<file path="src/rtl/pce_pkg.sv">
package pce_pkg;
  localparam int unsigned NUM_SLOTS   = 9;
  localparam int unsigned SLOT_LAUNCH = 0;
  localparam int unsigned SLOT_SRC    = 1;
  localparam int unsigned SLOT_DST    = 2;
  localparam int unsigned SLOT_SPITCH = 3;
  localparam int unsigned SLOT_DPITCH = 4;
  localparam int unsigned SLOT_LEN    = 5;
  localparam int unsigned SLOT_LINES  = 6;
  localparam int unsigned SLOT_REMAP  = 7;
  localparam int unsigned SLOT_CONST  = 8;

  // control word bit positions
  localparam int unsigned CB_RECT  = 0;
  localparam int unsigned CB_STILE = 1;
  localparam int unsigned CB_DTILE = 2;
  localparam int unsigned CB_REMAP = 3;
  localparam int unsigned CB_PIPE  = 8;

  localparam logic [2:0] SEL_CONST  = 3'd4;
  localparam logic [1:0] ELEM_4BYTE = 2'd3;

  typedef struct packed {
    logic        unsup;
    logic        fill;
    logic [31:0] src;
    logic [31:0] dst;
    logic [31:0] spitch;
    logic [31:0] dpitch;
    logic [31:0] words;
    logic [31:0] lines;
    logic [31:0] fill_val;
  } job_t;
endpackage

</file>
<file path="src/rtl/pce_regs.sv">
module pce_regs #(
  parameter int unsigned NSLOT = 9,
  parameter int unsigned IDX_W = 4
) (
  input  logic                    clk,
  input  logic                    rst,
  input  logic                    we,
  input  logic [IDX_W-1:0]        idx,
  input  logic [31:0]             data,
  output logic [NSLOT-1:0][31:0]  bank
);
  for (genvar g = 0; g < NSLOT; g++) begin : g_slot
    always_ff @(posedge clk) begin
      if (rst)                          bank[g] <= '0;
      else if (we && idx == IDX_W'(g))  bank[g] <= data;
    end
  end
endmodule

</file>
<file path="src/rtl/pce_decode.sv">
module pce_decode
  import pce_pkg::*;
(
  input  logic [31:0] ctrl,
  input  logic [31:0] src,
  input  logic [31:0] dst,
  input  logic [31:0] spitch,
  input  logic [31:0] dpitch,
  input  logic [31:0] len,
  input  logic [31:0] lines,
  input  logic [31:0] remap,
  input  logic [31:0] cval,
  output job_t        job
);
  logic rect, tiled, side_ops, remap_on, remap_ok;
  logic unused_bits;

  assign rect     = ctrl[CB_RECT];
  assign tiled    = ctrl[CB_STILE] | ctrl[CB_DTILE];
  assign side_ops = (ctrl[5:4] != 2'd0) | (ctrl[7:6] != 2'd0) | ctrl[CB_PIPE];
  assign remap_on = ctrl[CB_REMAP];
  assign remap_ok = !rect && remap[2:0] == SEL_CONST && remap[17:16] == ELEM_4BYTE;

  always_comb begin
    job.unsup    = tiled | side_ops | (remap_on & !remap_ok);
    job.fill     = remap_on;
    job.src      = src;
    job.dst      = dst;
    job.spitch   = spitch;
    job.dpitch   = dpitch;
    job.words    = remap_on ? len : {2'b00, len[31:2]};
    job.lines    = rect ? lines : 32'd1;
    job.fill_val = cval;
  end

  assign unused_bits = ^{ctrl[31:9], remap[31:18], remap[15:3]};
endmodule

</file>
<file path="src/rtl/pce_seq.sv">
module pce_seq
  import pce_pkg::*;
#(
  parameter int unsigned ADDR_W = 32,
  parameter int unsigned CNT_W  = 16
) (
  input  logic              clk,
  input  logic              rst,
  input  logic              start,
  input  job_t              job,
  output logic              mem_req_valid,
  input  logic              mem_req_ready,
  output logic              mem_req_write,
  output logic [ADDR_W-1:0] mem_req_addr,
  output logic [31:0]       mem_req_wdata,
  input  logic              mem_rsp_valid,
  input  logic [31:0]       mem_rsp_data,
  output logic              busy,
  output logic              done
);
  typedef enum logic [1:0] {S_IDLE, S_RD, S_WAIT, S_WR} st_e;

  st_e               st;
  logic              fill_q, done_q;
  logic [ADDR_W-1:0] src_line, dst_line, sp, dp, off;
  logic [CNT_W-1:0]  wcnt, lcnt, wlast, llast;
  logic [CNT_W-1:0]  words_t, lines_t;
  logic [31:0]       data_q;
  logic              empty, last_w, last_l, unused_job;

  assign words_t = job.words[CNT_W-1:0];
  assign lines_t = job.lines[CNT_W-1:0];
  assign empty   = job.unsup || words_t == '0 || lines_t == '0;
  assign last_w  = wcnt == wlast;
  assign last_l  = lcnt == llast;
  assign unused_job = ^{job.words, job.lines, job.src, job.dst, job.spitch, job.dpitch};

  always_ff @(posedge clk) begin
    if (rst) begin
      st       <= S_IDLE;
      done_q   <= 1'b0;
      fill_q   <= 1'b0;
      src_line <= '0;
      dst_line <= '0;
      sp       <= '0;
      dp       <= '0;
      off      <= '0;
      wcnt     <= '0;
      lcnt     <= '0;
      wlast    <= '0;
      llast    <= '0;
      data_q   <= '0;
    end else begin
      done_q <= 1'b0;
      case (st)
        S_IDLE: if (start) begin
          fill_q   <= job.fill;
          src_line <= job.src[ADDR_W-1:0];
          dst_line <= job.dst[ADDR_W-1:0];
          sp       <= job.spitch[ADDR_W-1:0];
          dp       <= job.dpitch[ADDR_W-1:0];
          off      <= '0;
          wcnt     <= '0;
          lcnt     <= '0;
          wlast    <= words_t - 1'b1;
          llast    <= lines_t - 1'b1;
          data_q   <= job.fill_val;
          if (empty)         done_q <= 1'b1;
          else if (job.fill) st <= S_WR;
          else               st <= S_RD;
        end
        S_RD:   if (mem_req_ready) st <= S_WAIT;
        S_WAIT: if (mem_rsp_valid) begin
          data_q <= mem_rsp_data;
          st     <= S_WR;
        end
        S_WR: if (mem_req_ready) begin
          if (last_w && last_l) begin
            st     <= S_IDLE;
            done_q <= 1'b1;
          end else begin
            st <= fill_q ? S_WR : S_RD;
            if (last_w) begin
              wcnt     <= '0;
              off      <= '0;
              lcnt     <= lcnt + 1'b1;
              src_line <= src_line + sp;
              dst_line <= dst_line + dp;
            end else begin
              wcnt <= wcnt + 1'b1;
              off  <= off + ADDR_W'(4);
            end
          end
        end
        default: st <= S_IDLE;
      endcase
    end
  end

  assign mem_req_valid = (st == S_RD) || (st == S_WR);
  assign mem_req_write = (st == S_WR);
  assign mem_req_addr  = ((st == S_WR) ? dst_line : src_line) + off;
  assign mem_req_wdata = data_q;
  assign busy          = (st != S_IDLE);
  assign done          = done_q;

  // a stalled request keeps its contents
  a_r11_req_hold: assert property (@(posedge clk) disable iff (rst)
    mem_req_valid && !mem_req_ready |=> mem_req_valid && $stable(mem_req_addr)
      && $stable(mem_req_write) && $stable(mem_req_wdata));
  // busy ends only with a done pulse
  a_r8_busy_end: assert property (@(posedge clk) disable iff (rst)
    $fell(busy) |-> done);
endmodule

</file>
<file path="src/rtl/pitch_copy_engine.sv">
module pitch_copy_engine
  import pce_pkg::*;
#(
  parameter int unsigned IDX_W  = 4,
  parameter int unsigned ADDR_W = 32,
  parameter int unsigned CNT_W  = 16
) (
  input  logic              clk,
  input  logic              rst,
  input  logic              cmd_we,
  input  logic [IDX_W-1:0]  cmd_idx,
  input  logic [31:0]       cmd_data,
  output logic              mem_req_valid,
  input  logic              mem_req_ready,
  output logic              mem_req_write,
  output logic [ADDR_W-1:0] mem_req_addr,
  output logic [31:0]       mem_req_wdata,
  input  logic              mem_rsp_valid,
  input  logic [31:0]       mem_rsp_data,
  output logic              busy,
  output logic              done,
  output logic              err_unsup,
  output logic              err_busy
);
  logic [NUM_SLOTS-1:0][31:0] bank;
  job_t job;
  logic launch_hit, accept;

  pce_regs #(.NSLOT(NUM_SLOTS), .IDX_W(IDX_W)) u_regs (
    .clk(clk), .rst(rst), .we(cmd_we), .idx(cmd_idx), .data(cmd_data), .bank(bank));

  pce_decode u_dec (
    .ctrl(cmd_data), .src(bank[SLOT_SRC]), .dst(bank[SLOT_DST]),
    .spitch(bank[SLOT_SPITCH]), .dpitch(bank[SLOT_DPITCH]), .len(bank[SLOT_LEN]),
    .lines(bank[SLOT_LINES]), .remap(bank[SLOT_REMAP]), .cval(bank[SLOT_CONST]),
    .job(job));

  assign launch_hit = cmd_we && cmd_idx == IDX_W'(SLOT_LAUNCH);
  assign accept     = launch_hit && !busy;

  pce_seq #(.ADDR_W(ADDR_W), .CNT_W(CNT_W)) u_seq (
    .clk(clk), .rst(rst), .start(accept), .job(job),
    .mem_req_valid(mem_req_valid), .mem_req_ready(mem_req_ready),
    .mem_req_write(mem_req_write), .mem_req_addr(mem_req_addr),
    .mem_req_wdata(mem_req_wdata), .mem_rsp_valid(mem_rsp_valid),
    .mem_rsp_data(mem_rsp_data), .busy(busy), .done(done));

  always_ff @(posedge clk) begin
    if (rst) begin
      err_unsup <= 1'b0;
      err_busy  <= 1'b0;
    end else if (accept) begin
      err_unsup <= job.unsup;
      err_busy  <= 1'b0;
    end else if (launch_hit) begin
      err_busy  <= 1'b1;
    end
  end

  // launch while busy is flagged
  a_r9_busy_launch: assert property (@(posedge clk) disable iff (rst)
    launch_hit && busy |=> err_busy);
  // rejected launch finishes at once without memory traffic
  a_r5_reject_quiet: assert property (@(posedge clk) disable iff (rst)
    accept && job.unsup |=> !mem_req_valid && !busy && done && err_unsup);
  // done is never high while busy
  a_r8_done_idle: assert property (@(posedge clk) disable iff (rst)
    done |-> !busy);
endmodule

</file>
<file path="config.mk">
export PLATFORM = sky130hd
export DESIGN_NAME = pitch_copy_engine
export DESIGN_NICKNAME = d
export VERILOG_FILES = /design/src/rtl/pce_pkg.sv /design/src/rtl/pce_regs.sv /design/src/rtl/pce_decode.sv /design/src/rtl/pce_seq.sv /design/src/rtl/pitch_copy_engine.sv
export SDC_FILE = /design/constraint.sdc
export NUM_CORES = 1
export LEC_CHECK = 0
export CELL_PAD_IN_SITES_DETAIL_PLACEMENT = 0
export CELL_PAD_IN_SITES_GLOBAL_PLACEMENT = 1
export CORE_UTILIZATION = 45
export CTS_CLUSTER_DIAMETER = 200
export DETAILED_ROUTE_END_ITERATION = 10
export PLACE_DENSITY_LB_ADDON = 0.1
export SLEW_MARGIN = 20
export SYNTH_ARGS = -nofsm -noshare
export SYNTH_HDL_FRONTEND = slang
export SYNTH_SLANG_ARGS = --single-unit
</file>
<file path="constraint.sdc">
create_clock -name clk -period 5.8 [get_ports clk]
set_clock_uncertainty 0.15 [all_clocks]
set_input_delay 1.16 -clock clk [delete_from_list [all_inputs] [get_ports clk]]
set_output_delay 1.16 -clock clk [all_outputs]
set_load 0.005 [all_outputs]
</file>
### Word-level counts from Yosys, hierarchy flattened

Index checks and enable logic that the tools add are counted.

* bits in registers: 474
* input port bits: 73
* logic and storage cells: 137

* add/sub/neg operators: 8
* eq/ne operators: 22
* muxes and demuxes: 44
* bitwise operators: 6
* reductions and logical operators: 34

Operator list (number)
* 2-to-1 mux 32 bit: 15
* case mux 32 bit (2 select lines): 4
* 2-to-1 mux 16 bit: 9
* adder 32 bit: 3
* case mux 16 bit (2 select lines): 2
* adder 16 x 1 -> 16 bit (second input constant): 2
* adder 32 x 3 -> 32 bit (second input constant): 1
* equality test 16 bit: 2
* logical NOT 16 bit: 2
* subtractor 16 x 1 -> 16 bit (second input constant): 2
* equality test 4 x 3 -> 1 bit (second input constant): 4
* 2-to-1 mux 2 bit: 8
* logical AND 1 bit: 13
* != test 2 bit (second input constant): 6
* AND reduction 5 bit: 2
* nonzero test 2 bit: 5
* equality test 4 x 2 -> 1 bit (second input constant): 2
* case mux 2 bit (4 select lines): 1
* equality test 2 bit (second input constant): 3
* bitwise OR 1 bit: 5
* equality test 4 x 1 -> 1 bit (second input constant): 1
* equality test 4 bit (second input constant): 1
* logical NOT 4 bit: 1
* 2-to-1 mux 1 bit: 4
* 12 further kinds: 16

### Longest topological paths before layout

Gate-level depths: netlist of the first run.

* word-level depth: 11
* mapped depth: 15
* gate-level depth less buffers: 12

### Cells and area by module

Synthesis of the first run repeated with hierarchy kept, for this count alone.

* cells, all modules: 3260
* area, all modules: 29782.3 µm²

Modules (own cells, without submodules)
* pce_seq: instances 1, cells an instance 2005, area an instance 16433.3 µm²
* pce_regs: instances 1, cells an instance 1007, area an instance 11265.8 µm²
* pce_decode: instances 1, cells an instance 237, area an instance 1966.9 µm²
* pitch_copy_engine: instances 1, cells an instance 11, area an instance 116.4 µm²

### Least setup slack after synthesis of the first run

OpenSTA, ideal clock, no wires.

* kind: reg2out
* from: reg u_seq.st[1]
* to: out mem_req_addr[28]
* arrival time: 3.878 ns
* data required time: 4.490 ns
* setup slack: 0.612 ns
* stages on the path, launching flop included: 15
* path through: dfxtp_1 -> ha_1 -> clkbuf_1 -> clkbuf_1 -> clkbuf_1 -> mux2_2 -> ha_1 -> a2111oi_2 -> o21ai_1 -> a31o_2 -> nand3_2 -> a21oi_2 -> o41ai_4 -> mux2i_1 -> a2111oi_2

* cells in the longest elaborated chain, start to end: 3

Ends and longest elaborated chain
* from (decl): line pce_seq.sv:23 `st_e st;`
* from (signal assigned): line pce_seq.sv:82 `st <= fill_q ? S_WR : S_RD;`
* equality test 2 bit: line pce_seq.sv:102 `assign mem_req_addr = ((st == S_WR) ? dst_line : src_line) + off;`
* 2-to-1 mux 32 bit: line pce_seq.sv:102
* adder 32 bit: line pce_seq.sv:102
* to (decl): line pitch_copy_engine.sv:16 `output logic [ADDR_W-1:0] mem_req_addr,`

Every way passes these cells.

### Final worst setup path of the first run

* from: reg u_seq.st[0]
* to: out mem_req_addr[31]

Same word-level chain as after synthesis.

==> out/qor.yml, run 1 <==
status: "complete, no violations"
track_usage_pct: 27.32
synth-compound-area-share_pct: 19.05
slew_headroom_pct: 30.75
drtPass1Iterations: 5
critPathKind: "reg -> out"
powerDensity_mw_per_mm2: 287.7
setup-violations-final: 0
yosys_warnings: 0
synth_edf_count: 0
start_util_pct: 45.68
numPortBuffers: 142
die_area_mm2: 0.05438
nets: 3235
syn_to_final_growth_pct: 16.33
antenna_found_initial: 0
antenna_cells: 0
htree_num_levels: 2
worstMarginPinSlew_ns: 1.039
synth_top_family_by_area: "simple AND/OR/NAND/NOR gates"
cts_tree: "built"
drive_gt1_share_pct: 7.046
syn_area_mm2: 0.02405
drcViolationCount: 0
rows: 84
min_period_ns: 5.579
ys_types: 93
grt_pass1_wl_um: 115800
vias: 21284
arrival_ns: 4.27
hp-class: "reg -> reg"
ir_worst_vdd_mv: 0.2364
setup_tns_ns: 0
fin_cells: 3782
synthSimpleGateAreaFrac_pct: 21.15
gp_congestion: 0.9236
cts_hold_buf: 0
syn-num-nets: 3184
io_pins: 143
required_ns: 4.49
die_w_um: 233.2
wirelength_um: 74880
cpPeakStageDelay_ns: 0.44
path_cells: "ha_4 -> buf_12 -> mux2_2 -> ha_2 -> a21o_1 -> a21o_1 -> a21oi_1 -> o21ai_0 -> a21oi_2 -> a2bb2oi_4 -> o211ai_1 -> nor3_2 -> a211o_1 -> clkdlybuf4s50_1"
maxCapViolCount: 0
overflow: 0
fill_cells: 4986
yosysSeqAreaShare_pct: 38.20
routed_via_density: 5.628
first_global_vias: 20393
cts_inserted_buffers: 53
design.core.area_mm2: 0.05266
cellLeakagePower_nw: 10.26
ctsLongestPathBuffers: 3
syn_inst: 3002
crit_path_start: "u_seq.st[0]"
regArea_mm2: 0.009194
cpLargestDelayFamily: "compound AO/OA/AOI/OAI gates"
dp.cells: 3682
clock_sinks: 459
place.detailed.hpwl_um: 51710
fmax_mhz: 179.2
clk_latency_ns: 0.62
finalMaxSlewViolations: 0
grt_max_degree: 140
place_area_mm2: 0.02598
synth_adder_area_share_pct: 5.732
r2r_start: "u_seq.st[1]"
synth-main-ff-cell: "dfxtp_1"
die_h_um: 233.2
drt_iter0_markers: 1210
fin_hold_ws_ns: 0.3013
multi_input_area_mm2: 0.01417
antenna_left: 0
crit_path_start_kind: "flip-flop"
final_cell_area_mm2: 0.02798
wire_per_inst_um: 19.80
cp_max_fo: 18
avgSynthCellArea_um2: 8.012
cp-end-kind: "output port"
synth_xor_area_share_pct: 5.899
finalCritPeriodShare_pct: 96.20
cp_slowest_cell: "clkdlybuf4s50_1"
worst-path-buf-inv: 2
clkTransAtPathRegs_ns: 0.06
async_reset_ff_share_pct: 0
hold_viol_final: 0
synth_seq_cells: 459
crit_path_frequent_cell: "a21o_1"
worstHoldStart: "u_regs.bank[106]"
cts-root-buf: "clkbuf_16"
synth_mux_area_share_pct: 6.419
==> kinds of logic (layout without fill, tap and decap cells) <==
logic type | after synthesis | in the layout
AOI/OAI and AO/OA | 733 | 733
xor gates and xnor gates | 162 | 162
adders and majority gates | 109 | 109
buffers and inverters | 220 | 312
DFF | 459 | 459
muxes | 150 | 150
other | 1 | 1
and+or+nand+nor | 1168 | 1168
==> area by class of cell <==
cell class / instances / area share, %
sequential: 459 / 32.86
clock buffer: 71 / 5.308
timing repair buffer: 178 / 6.260
clock inverter: 25 / 1.346
inverter: 38 / 0.5098
tap: 688 / 3.077
multi-input combinational: 2323 / 50.64
==> cell usage after synthesis, types with 17 or more instances <==
cell	number	area, µm²
xnor2_1	90	788.3
nor2b_1	18	112.6
o21ai_0	75	375.4
inv_1	37	138.9
dfxtp_1	459	9189
nand2_1	611	2293
nand3_1	54	270.3
nor3_1	53	265.3
a211oi_1	103	773.2
and3_1	30	187.7
nand2b_1	17	106.4
xor2_1	72	630.6
ha_1	107	1339
clkbuf_1	150	563.0
nor2_1	264	991.0
a21o_1	45	337.8
mux2i_1	116	1161
a21oi_1	372	1862
mux2_2	34	382.9
nand4_1	27	168.9
==> worst min-delay path: cells and delay by family (launching register included) <==
| kind | cells | cell delay (ns) |
|---|---|---|
| compound gates | 1 | 0.05 |
| flops | 1 | 0.31 |
| simple gates | 1 | 0.05 |
==> registers in the layout (all words and copies together), names as in the netlist, 16 cells and up <==
register             count
u_seq.dp                32
u_regs.bank            199
u_seq.dst_line          32
u_seq.wcnt              16
u_seq.off               30
u_seq.llast             16
u_seq.src_line          32
u_seq.lcnt              16
u_seq.mem_req_wdata     32
u_seq.sp                32
u_seq.wlast             16
==> timing repair <==
item,CTS,global route
setup endpoints to repair,11,9
pin swaps,0,4
endpoints found under the hold margin,0,0
setup buffers,0,4
resized for setup,9,13
==> through the flow <==
step / setup slack (ns) / utilization (%) / power, mW
finish: 0.2206 / 53.14 / 8.051
global route: -0.03033 / 53.14 / 8.355
CTS: 0.01998 / 52.96 / 8.121
detailed placement: 0.1407 / 49.35 / 4.541
global placement: 0.2391 / 49.34 / 4.519
floorplan: 0.6122 / - / 4.076
==> path summary, 6_finish.rpt <==
kind | to | slack [ns] | depth (start not counted)
hold / removal | u_seq.sp[10] | 0.30 | 2
setup / recovery | mem_req_addr[31] | 0.22 | 14
setup reg to reg | u_seq.lcnt[7] | 1.86 | 11
hold reg to reg | u_seq.sp[10] | 0.30 | 2
==> report_power, final <==
group	switching, mW	total [mW]	internal [mW]
Clock	1.41	3.57	2.16
Sequential	0.0853	3.35	3.26
Combinational	0.675	1.13	0.459
Total	2.17	8.05	5.88
==> layout by cell type, fill, tap and decap left out, drive strengths merged, types with 38 or more instances in the layout <==
cell type	netlist	layout
clkbuf	155	71
inv	37	38
clkdlybuf4s50	0	139
xor2	72	72
mux2i	116	116
buf	27	38
a211oi	103	103
nor3	54	54
nand3	55	55
nand2	612	612
o21ai	80	80
a21oi	376	376
nor2	264	264
ha	107	107
xnor2	90	90
a21o	46	46
dfxtp	459	459
==> routing by layer <==
| layer | routed length, µm | track usage [%] | part of all wire, % |
|---|---|---|---|
| met1 | 32670 | 33.58 | 44 |
| met2 | 36790 | 48.15 | 49 |
| met3 | 2457 | 3.503 | 3.3 |
| met4 | 2960 | 10.54 | 4.0 |
| met5 | 0 | 0 | 0 |
Note: power is estimated with default switching activity, not from simulation.
==> run 2: changes to the inputs <==
- CORE_ASPECT_RATIO: not set -> 0.8
==> run 2 against run 1 <==
Against the previous run:
- the flow now finishes with violations (design-rule violations)
- cell area down 0.62%
- wire length decreased by 0.99%
- clock-buffer cell count increased by 2
- power shrank 4.2%
- non-clock buffer count grew 6
- register-to-register slack gained 0.15 ns
- first-iteration DRC count rose by 20%
- global-route usage shrank 0.29 points
- utilization shrank 0.32 points
- worst setup slack got worse by 0.028 ns
==> out/qor.yml, run 2 (same netlist as run 1, synthesis figures left out) <==
ir_worst_vdd_mv: 0.2083
regArea_mm2: 0.009194
ctsLongestPathBuffers: 3
slew_headroom_pct: 25.33
clkPwrFrac_pct: 41.8
grt_pass1_wl_um: 116500
violations: "design-rule violations"
r2r_start: "u_seq.wcnt[14]"
cts-root-buf: "clkbuf_16"
syn_to_final_growth_pct: 15.61
fin_cells: 3784
cp_max_fo: 5
totalPowerFinal_mw: 7.714
largest_register: "u_regs.bank"
htree_num_levels: 2
final_util_pct: 52.82
p_switching_mw: 2.103
numPortBuffers: 142
finalMaxSlewViolations: 0
overflow: 0
rows: 75
die_h_um: 208.8
io_pins: 143
r2r_cells: 9
track_usage_pct: 27.03
clock_sinks: 459
largest_reg_flops: 199
dp.cells: 3691
rsz0062_at_grt: "true"
antenna_found_initial: 1
hold_end: "u_seq.dp[9]"
hold_viol_final: 0
cts_inserted_buffers: 50
design.core.area_mm2: 0.05264
intPower_mw: 5.611
clk_latency_ns: 0.60
nets: 3238
vias: 21514
drive_gt1_share_pct: 6.923
arrival_ns: 4.30
switching_share_pct: 27.26
cp-end-kind: "output port"
cellLeakagePower_nw: 10.22
r2r-end: "u_seq.off[28]"
finalCritPeriodShare_pct: 96.68
wire_per_inst_um: 19.59
start_util_pct: 45.69
die_w_um: 260.5
gp_congestion: 0.9163
status: "finished, violations left"
seq_power_share_pct: 43.3
antenna_cells: 0
final_common_cell: "nand2_1"
multi_input_area_mm2: 0.01420
fmax_mhz: 178.3
r2r_slack_ns: 2.01
crit_path_start: "u_seq.st[0]"
cts_hold_buf: 0
routed_via_density: 5.686
crit_path_start_kind: "flip-flop"
die_area_mm2: 0.05439
required_ns: 4.49
drt_iter0_markers: 1447
min_period_ns: 5.607
setup-violations-final: 0
maxCapViolCount: 0
drtPass1Iterations: 8
drcViolationCount: 2
holdPathStages: 2
powerDensity_mw_per_mm2: 277.4
critPathKind: "reg -> out"
worstMarginPinSlew_ns: 1.117
worstHoldStart: "u_regs.bank[137]"
antenna_left: 0
final_cell_mix: "610 x nand2_1, 457 x dfxtp_1, 368 x a21oi_1"
fill_cells: 4988
place.detailed.hpwl_um: 50940
power_frac_comb_pct: 14.9
cts_tree: "built"
wirelength_um: 74140
clkTransAtPathRegs_ns: 0.06
first_global_vias: 20704
hp-class: "reg -> reg"
grt_max_degree: 179
==> run 2: cell types whose count changed in the layout (fill, tap and decap cells not counted), sizes merged <==
cell and change:
clkbuf +2, clkinv -1, clkinvlp -6, bufinv -5, inv +1, buf +6
==> run 2: critical path, stage by stage (launching register included) <==
cell and delay, ns:
dfxtp_2 0.41, ha_4 0.17, buf_12 0.12, mux2_2 0.33, ha_1 0.34, a21o_1 0.15
a21oi_2 0.08, o21ai_1 0.25, a41oi_2 0.23, o21ai_4 0.31, a2bb2oi_4 0.12, o211ai_1 0.36
nor3_1 0.10, a211o_1 0.28, clkdlybuf4s50_1 0.44
==> run 2: cell type report <==
| type | instances | share of cell area [%] |
|---|---|---|
| Clock buffer | 73 | 5.282 |
| Sequential cell | 459 | 33.06 |
| Inverter | 38 | 0.5129 |
| Clock inverter | 14 | 0.5894 |
| Tap cell | 693 | 3.118 |
| Timing Repair Buffer | 184 | 6.385 |
| Multi-Input combinational cell | 2323 | 51.05 |
==> run 2: through the flow <==
stage	setup WS [ns]	TNS [ns]	hold WS (ns)	cell area (µm²)
2_1_floorplan	0.6122	0	0.2818	24050
3_3_place_gp	0.3987	0	0.2865	26000
3_5_place_dp	0.2135	0	0.2919	26000
4_1_cts	0.07698	0	0.2987	27740
5_1_grt	-0.03131	-0.06675	0.3119	27810
6_report	0.1926	0	0.2999	27810
==> run 2: how the worst max path moves through the flow <==
stage / slack [ns] / endpoint
floorplan: 0.61 / mem_req_addr[28]
global placement: 0.40 / mem_req_addr[31]
detailed placement: 0.21 / mem_req_addr[31]
CTS: 0.08 / mem_req_addr[28]
global route: -0.03 / mem_req_addr[26]
finish: 0.19 / mem_req_addr[31]
==> run 2: layer usage <==
layer  up-vias  GRT usage (%)  share of wire (%)
met3       116          3.542                4.0
met4         0          8.127                2.7
li1      10627              -                  -
met5         -              0                  0
met1     10357          36.10                 46
met2       414          45.21                 47
==> run 2: power by group through the flow <==
stage	Clock, mW	Combinational (mW)	Sequential, mW
global route	3.42	1.25	3.36
floorplan	0	0.688	3.39
finish	3.22	1.15	3.34
global placement	0	1.11	3.40
CTS	3.30	1.15	3.34
detailed placement	0	1.14	3.41
==> run 2: timing repair <==
item | 4_1_cts | 5_1_grt
resized for setup | 10 | 13
pin swaps | 3 | 1
buffers inserted | 5 | 1
setup endpoints to repair | 9 | 9
